[config.mk]
export PLATFORM = sky130hd
export DESIGN_NAME = ext_irq_ctrl
export DESIGN_NICKNAME = d
export VERILOG_FILES = /design/src/rtl/ext_irq_pkg.sv /design/src/rtl/ext_irq_sync.sv /design/src/rtl/ext_irq_detect.sv /design/src/rtl/ext_irq_group.sv /design/src/rtl/ext_irq_regs.sv /design/src/rtl/ext_irq_ctrl.sv
export SDC_FILE = /design/constraint.sdc
export NUM_CORES = 1
export LEC_CHECK = 0
export ABC_AREA = 1
export BUFFER_PORTS_ARGS = -buffer_cell sky130_fd_sc_hd__buf_2
export CELL_PAD_IN_SITES_DETAIL_PLACEMENT = 1
export CELL_PAD_IN_SITES_GLOBAL_PLACEMENT = 1
export CORE_MARGIN = 3
export CORE_UTILIZATION = 25
export CTS_BUF_LIST = sky130_fd_sc_hd__clkbuf_4 sky130_fd_sc_hd__clkbuf_8 sky130_fd_sc_hd__clkbuf_16
export DETAILED_ROUTE_END_ITERATION = 7
export PLACE_DENSITY = 0.64
export SETUP_SLACK_MARGIN = 0.5
export SYNTH_ARGS = -nofsm -noshare
export SYNTH_HDL_FRONTEND = slang
export SYNTH_SLANG_ARGS = --single-unit
[constraint.sdc]
create_clock -name clk -period 1.44 [get_ports clk]
set_input_delay 0.072 -clock clk [delete_from_list [all_inputs] [get_ports clk]]
set_output_delay 0.072 -clock clk [all_outputs]
set_load 0.02 [all_outputs]
[src/rtl/ext_irq_pkg.sv]
// Shared constants, register offsets, trigger decode and group range helpers
// for the external line interrupt controller.
// Assumes the first group is narrower than the others, and that every
// configuration register serves a fixed number of lines.
package ext_irq_pkg;

    localparam int LEAD_W        = 4;
    localparam int GRP_W         = 8;
    localparam int NUM_GRP       = 4;
    localparam int NUM_LINES     = LEAD_W + GRP_W * (NUM_GRP - 1);
    localparam int DATA_W        = 32;
    localparam int ADDR_W        = 3;
    localparam int FIELD_W       = 3;
    localparam int FIELD_STRIDE  = 4;
    localparam int LINES_PER_CFG = 16;
    localparam int NUM_CFG       = (NUM_LINES + LINES_PER_CFG - 1) / LINES_PER_CFG;
    localparam int SYNC_STAGES   = 2;

    typedef enum logic [ADDR_W-1:0] {
        A_CFG_LO = 3'd0,
        A_CFG_HI = 3'd1,
        A_MASK   = 3'd2,
        A_PEND   = 3'd3,
        A_STAT   = 3'd4
    } reg_addr_e;

    typedef enum logic [2:0] {
        TRG_LOW,
        TRG_HIGH,
        TRG_FALL,
        TRG_RISE,
        TRG_BOTH
    } trig_e;

    // Map a 3-bit trigger code to its mode.
    function automatic trig_e trig_of(input logic [FIELD_W-1:0] code);
        trig_e t;
        casez (code)
            3'b000:  t = TRG_LOW;
            3'b001:  t = TRG_HIGH;
            3'b01?:  t = TRG_FALL;
            3'b10?:  t = TRG_RISE;
            default: t = TRG_BOTH;
        endcase
        return t;
    endfunction

    // Lowest line number of group g.
    function automatic int grp_lo(input int g);
        return (g == 0) ? 0 : LEAD_W + GRP_W * (g - 1);
    endfunction

    // Highest line number of group g.
    function automatic int grp_hi(input int g);
        return LEAD_W + GRP_W * g - 1;
    endfunction

    // Bit offset of the trigger field used by line n inside its register.
    function automatic int field_lsb(input int n);
        return ((n % LINES_PER_CFG) / 2) * FIELD_STRIDE;
    endfunction

    // Storable bits of configuration register r.
    function automatic logic [DATA_W-1:0] cfg_keep(input int r);
        logic [DATA_W-1:0] k;
        k = '0;
        for (int n = 0; n < NUM_LINES; n++) begin
            if (n / LINES_PER_CFG == r) begin
                for (int b = 0; b < FIELD_W; b++) begin
                    k[field_lsb(n) + b] = 1'b1;
                end
            end
        end
        return k;
    endfunction

endpackage

[src/rtl/ext_irq_sync.sv]
// Multi-stage synchronizer for a vector of asynchronous lines.
// Assumes each line is slow enough that single-bit synchronization is
// sufficient; the bits are not coherent with one another.
module ext_irq_sync #(
    parameter int W      = 28,
    parameter int STAGES = 2
) (
    input  logic         clk,
    input  logic         rst_n,
    input  logic [W-1:0] d,
    output logic [W-1:0] q
);

    logic [STAGES-1:0][W-1:0] stg;

    // Shift the raw lines through the synchronizer stages.
    always_ff @(posedge clk) begin
        if (!rst_n) begin
            stg <= '0;
        end else begin
            stg[0] <= d;
            for (int i = 1; i < STAGES; i++) begin
                stg[i] <= stg[i-1];
            end
        end
    end

    assign q = stg[STAGES-1];

endmodule

[src/rtl/ext_irq_detect.sv]
// Per-line trigger detector: compares each synchronized level with its value
// from the previous cycle and flags an event according to the line's code.
// Assumes lvl is already in the clock domain.
module ext_irq_detect
    import ext_irq_pkg::*;
#(
    parameter int W = 28
) (
    input  logic                      clk,
    input  logic                      rst_n,
    input  logic [W-1:0]              lvl,
    input  logic [W-1:0][FIELD_W-1:0] mode,
    output logic [W-1:0]              evt
);

    logic [W-1:0] prev_q;

    // Remember last cycle's synchronized level for edge detection.
    always_ff @(posedge clk) begin
        if (!rst_n) prev_q <= '0;
        else        prev_q <= lvl;
    end

    for (genvar n = 0; n < W; n++) begin : g_line
        // Decide whether this line meets its trigger condition this cycle.
        always_comb begin
            unique case (trig_of(mode[n]))
                TRG_LOW:  evt[n] = !lvl[n];
                TRG_HIGH: evt[n] = lvl[n];
                TRG_FALL: evt[n] = !lvl[n] && prev_q[n];
                TRG_RISE: evt[n] = lvl[n] && !prev_q[n];
                default:  evt[n] = lvl[n] ^ prev_q[n];
            endcase
        end
    end

endmodule

[src/rtl/ext_irq_group.sv]
// Merges unmasked pending bits into one request per group of lines.
// Assumes the group ranges given by the package helpers tile all lines.
module ext_irq_group
    import ext_irq_pkg::*;
(
    input  logic [NUM_LINES-1:0] pend,
    input  logic [NUM_LINES-1:0] mask,
    output logic [NUM_GRP-1:0]   grp_irq
);

    logic [NUM_LINES-1:0] live;

    assign live = pend & ~mask;

    for (genvar g = 0; g < NUM_GRP; g++) begin : g_grp
        localparam int LO = grp_lo(g);
        localparam int HI = grp_hi(g);
        assign grp_irq[g] = |live[HI:LO];
    end

endmodule

[src/rtl/ext_irq_regs.sv]
// Register file: trigger configuration, mask and write-one-to-clear pending,
// plus the combinational read mux and the per-line trigger code fan-out.
// Assumes single-cycle bus strobes; a detected event beats a clear.
module ext_irq_regs
    import ext_irq_pkg::*;
(
    input  logic                              clk,
    input  logic                              rst_n,
    input  logic                              bus_wr,
    input  logic                              bus_rd,
    input  logic [ADDR_W-1:0]                 bus_addr,
    input  logic [DATA_W-1:0]                 bus_wdata,
    input  logic [NUM_LINES-1:0]              evt,
    output logic [DATA_W-1:0]                 bus_rdata,
    output logic [NUM_LINES-1:0][FIELD_W-1:0] line_mode,
    output logic [NUM_LINES-1:0]              pend,
    output logic [NUM_LINES-1:0]              mask
);

    localparam int PAD_W = DATA_W - NUM_LINES;

    logic [NUM_CFG-1:0][DATA_W-1:0] cfg_q;
    logic [NUM_LINES-1:0]           pend_q;
    logic [NUM_LINES-1:0]           mask_q;
    logic [NUM_LINES-1:0]           clr;

    for (genvar r = 0; r < NUM_CFG; r++) begin : g_cfg
        localparam logic [DATA_W-1:0] KEEP = cfg_keep(r);
        // Store the writable trigger bits of configuration register r.
        always_ff @(posedge clk) begin
            if (!rst_n)
                cfg_q[r] <= '0;
            else if (bus_wr && bus_addr == ADDR_W'(r))
                cfg_q[r] <= bus_wdata & KEEP;
        end
    end

    for (genvar n = 0; n < NUM_LINES; n++) begin : g_mode
        localparam int R  = n / LINES_PER_CFG;
        localparam int SH = field_lsb(n);
        assign line_mode[n] = cfg_q[R][SH +: FIELD_W];
    end

    // Hold the per-line mask; all lines start blocked.
    always_ff @(posedge clk) begin
        if (!rst_n)
            mask_q <= '1;
        else if (bus_wr && bus_addr == A_MASK)
            mask_q <= bus_wdata[NUM_LINES-1:0];
    end

    assign clr = (bus_wr && bus_addr == A_PEND) ? bus_wdata[NUM_LINES-1:0] : '0;

    // Latch events and apply write-one-to-clear, with the set taking priority.
    always_ff @(posedge clk) begin
        if (!rst_n) pend_q <= '0;
        else        pend_q <= (pend_q & ~clr) | evt;
    end

    // Return the addressed register while a read is strobed.
    always_comb begin
        bus_rdata = '0;
        if (bus_rd) begin
            case (bus_addr)
                A_CFG_LO: bus_rdata = cfg_q[0];
                A_CFG_HI: bus_rdata = cfg_q[1];
                A_MASK:   bus_rdata = {{PAD_W{1'b0}}, mask_q};
                A_PEND:   bus_rdata = {{PAD_W{1'b0}}, pend_q};
                A_STAT:   bus_rdata = {{PAD_W{1'b0}}, pend_q & ~mask_q};
                default:  bus_rdata = '0;
            endcase
        end
    end

    assign pend = pend_q;
    assign mask = mask_q;

endmodule

[src/rtl/ext_irq_ctrl.sv]
// Top level of the external line interrupt controller: synchronizer, trigger
// detector, register file and group merger.
// Assumes line_in is asynchronous and the bus is in the clk domain.
module ext_irq_ctrl
    import ext_irq_pkg::*;
(
    input  logic                 clk,
    input  logic                 rst_n,
    input  logic [NUM_LINES-1:0] line_in,
    input  logic                 bus_wr,
    input  logic                 bus_rd,
    input  logic [ADDR_W-1:0]    bus_addr,
    input  logic [DATA_W-1:0]    bus_wdata,
    output logic [DATA_W-1:0]    bus_rdata,
    output logic [NUM_GRP-1:0]   grp_irq
);

    logic [NUM_LINES-1:0]              line_sync;
    logic [NUM_LINES-1:0][FIELD_W-1:0] line_mode;
    logic [NUM_LINES-1:0]              det_evt;
    logic [NUM_LINES-1:0]              pend_q;
    logic [NUM_LINES-1:0]              mask_q;

    ext_irq_sync #(
        .W      (NUM_LINES),
        .STAGES (SYNC_STAGES)
    ) u_sync (
        .clk   (clk),
        .rst_n (rst_n),
        .d     (line_in),
        .q     (line_sync)
    );

    ext_irq_detect #(
        .W (NUM_LINES)
    ) u_detect (
        .clk   (clk),
        .rst_n (rst_n),
        .lvl   (line_sync),
        .mode  (line_mode),
        .evt   (det_evt)
    );

    ext_irq_regs u_regs (
        .clk       (clk),
        .rst_n     (rst_n),
        .bus_wr    (bus_wr),
        .bus_rd    (bus_rd),
        .bus_addr  (bus_addr),
        .bus_wdata (bus_wdata),
        .evt       (det_evt),
        .bus_rdata (bus_rdata),
        .line_mode (line_mode),
        .pend      (pend_q),
        .mask      (mask_q)
    );

    ext_irq_group u_group (
        .pend    (pend_q),
        .mask    (mask_q),
        .grp_irq (grp_irq)
    );

endmodule

==> results.ini <==
[status]
status=complete, but fails checks
violations=setup timing

[route]
drt-pass1-iter-count=5
drtAntennaViolNets=0
first_iter_violations=356
avgViaCountPerCell=4.576
drc=0
num_vias=9879
wl_um=36470
routedWlPerCell_um=16.89

[synthesis]
synthCells=1392
synth-seq-area-share=0.3795
synth_seq_cells=182
syn_area_um2=9602
syn_avg_cell_area_um2=6.898
ys_types=26
netlist.top_cell.by_area=dfxtp_1
synth_area_leaders=dfxtp_1 (38%), nand2_1 (13%), ha_1 (11%)
syn_nets=1547
ys.warnings.count=0
synth.top_cell.area_share=0.3795

[pwr]
clock_power_share=0.380
p_int_uw=8819
comb_power_share=0.184
seqPwrFrac=0.436
power_uw=12570
ir_drop_mv=0.6754
p_sw_frac=0.2984
p_per_area_nw_per_um2=849.9
p_leak_uw=0.006824
p_switching_uw=3751

[cells_and_area]
n_antenna_cell=0
stdcell_count=2159
layout_common_cells=nand2_1 (287), inv_1 (184), dfxtp_1 (88)
fin_area_um2=14790
utilization=0.3917
nNetsFinal=1791
drive_gt1_frac=0.4108
final_common_cell=nand2_1
area_growth_syn_to_layout_pct=54.03

[cts]
clock-sinks=182
clockRootBuffer=clkbuf_16
tritoncts=done
h-tree-depth=4
clkLatencyLatePin_ps=440
clk_pin_slew_ps=80
cts_buffers=17
cts_buffer_depth=2

[global_route]
antenna_found_initial=0
grt_pass1_wl_um=57710
grt_usage=0.1791
grt_pass1_vias=10540
grt_max_degree=37
met3_usage=0.02062
use_met2=0.3248
met1_usage=0.2248
busiest_layer=met2
overflow=0

[timing]
hold_viol_final=0
setup_violations=22
min_period_over_period=1.111
finClkSkew_ps=10.27
period_minus_slack_ps=1600
report.final.slew_viol_count=0
fin_hold_ws_ps=79.63
rsz0062_at_grt=yes
fin_ws_ps=-160.0
timing.fmax_ghz=0.6250

[worst_setup_path]
rr_endpoint=u_regs.pend[27]
critical_path_class=flip-flop to primary output
r2r-start=u_regs.line_mode[80]
cp_max_fo=3
ff2ff_setup_slack_ps=70
cp-end-kind=primary output
reg2reg_depth=8
crit_required_ps=1370
arrival_ps=1530
worstSetupStartpointType=flip-flop

[die]
die-area_um2=40790
coreArea_um2=37760
rows=71
die_h_um=202.0
start_util=0.2543
die_w_um=202.0
io_pins=103

[place]
dp_hpwl_um=26120
place_area_um2=11790
placed_cells=2009
gp_congestion=0.8732
io_buffer_count=100

[min_path]
hold_path_depth=3
hold_start=rst_n
hold_end=u_regs.mask[15]
holdCritPathClass=primary input to flip-flop

[flow_run]
cap_violations=0

==> stage by stage <==
step	setup slack [ps]	setup TNS, ps
detailed placement	-35.91	-82.22
global placement	-3.492	-3.492
CTS	-212.7	-2304
floorplan	267.5	0
global route	-246.4	-3764
finish	-160.0	-1711
==> cell usage after synthesis <==
master,count
a21oi_1,87
buf_1,1
buf_2,14
buf_4,6
clkbuf_1,28
conb_1,1
dfxtp_1,182
ha_1,88
inv_1,252
inv_2,5
nand2_1,330
nand2_2,1
nand3_1,136
nand4_1,14
nor2_1,106
nor2_2,3
nor3_1,8
nor3_2,1
nor3b_1,2
o2111ai_1,2
o211ai_1,19
o21ai_0,69
o21ai_1,4
o221ai_1,1
o22ai_1,12
or2_2,20
==> routing by layer <==
| metal | up-vias | routed length (um) |
|---|---|---|
| li1 | 4857 | - |
| met1 | 4850 | 16370 |
| met2 | 138 | 18520 |
| met3 | 34 | 967 |
| met4 | 0 | 604 |
| met5 | - | 0 |
==> layout make-up <==
class | instances | area, um^2
Fill cell | 4500 | 22970
Multi-Input combinational cell | 904 | 6215
Sequential cell | 182 | 3859
Timing Repair Buffer | 274 | 2446
Inverter | 257 | 1050
Tap cell | 511 | 639.4
Clock buffer | 19 | 464.2
Clock inverter | 12 | 116.4
==> cells by family after synthesis <==
| kind of cell | Yosys count | synth area share |
|---|---|---|
| compound gates | 194 | 0.1088 |
| fa+ha+maj | 88 | 0.1147 |
| buf+inv | 306 | 0.1238 |
| flops | 182 | 0.3795 |
| other cells | 1 | 0.0003906 |
| simple gates | 621 | 0.2729 |
==> power groups by stage <==
| stage | Clock [uW] | Sequential, uW | Combinational, uW |
|---|---|---|---|
| 2_1_floorplan | 0 | 5540 | 1010 |
| 3_3_place_gp | 0 | 5600 | 1660 |
| 3_5_place_dp | 0 | 5610 | 1700 |
| 4_1_cts | 4910 | 5490 | 2190 |
| 5_1_grt | 5120 | 5510 | 2540 |
| 6_report | 4770 | 5480 | 2310 |
==> state kept, by name, indices dropped and copies added (netlist names) <==
name and flops:
u_sync.stg 28, u_sync.q 28, u_regs.mask 28, u_regs.line_mode 42, u_detect.prev_q 28, u_regs.pend 28
==> worst max-delay path, stage by stage, from the launching register on <==
cell	delay, ps
dfxtp_2	340
inv_2	90
o22ai_2	80
nor3b_2	210
nand4_1	170
buf_4	200
==> how the worst max path moves through the flow <==
stage	cells past startpoint	to	from	slack, ps
6_report	5	grp_irq[1]	u_regs.pend[6]	-160
3_3_place_gp	10	bus_rdata[20]	bus_addr[2]	-3
4_1_cts	6	grp_irq[2]	u_regs.pend[14]	-210
3_5_place_dp	9	bus_rdata[17]	bus_addr[1]	-40
2_1_floorplan	8	u_regs.pend[15]	u_regs.line_mode[43]	270
5_1_grt	5	grp_irq[1]	u_regs.pend[6]	-250
==> what timing repair did <==
action | 4_1_cts | 5_1_grt
hold endpoints to repair | 81 | 0
gates cloned | 0 | 0
setup buffers | 48 | 10
resized for setup | 369 | 125
pin swaps | 105 | 72
setup endpoints to repair | 67 | 117
hold buffers | 61 | 0
No activity file was read; power rests on OpenSTA's default activity.
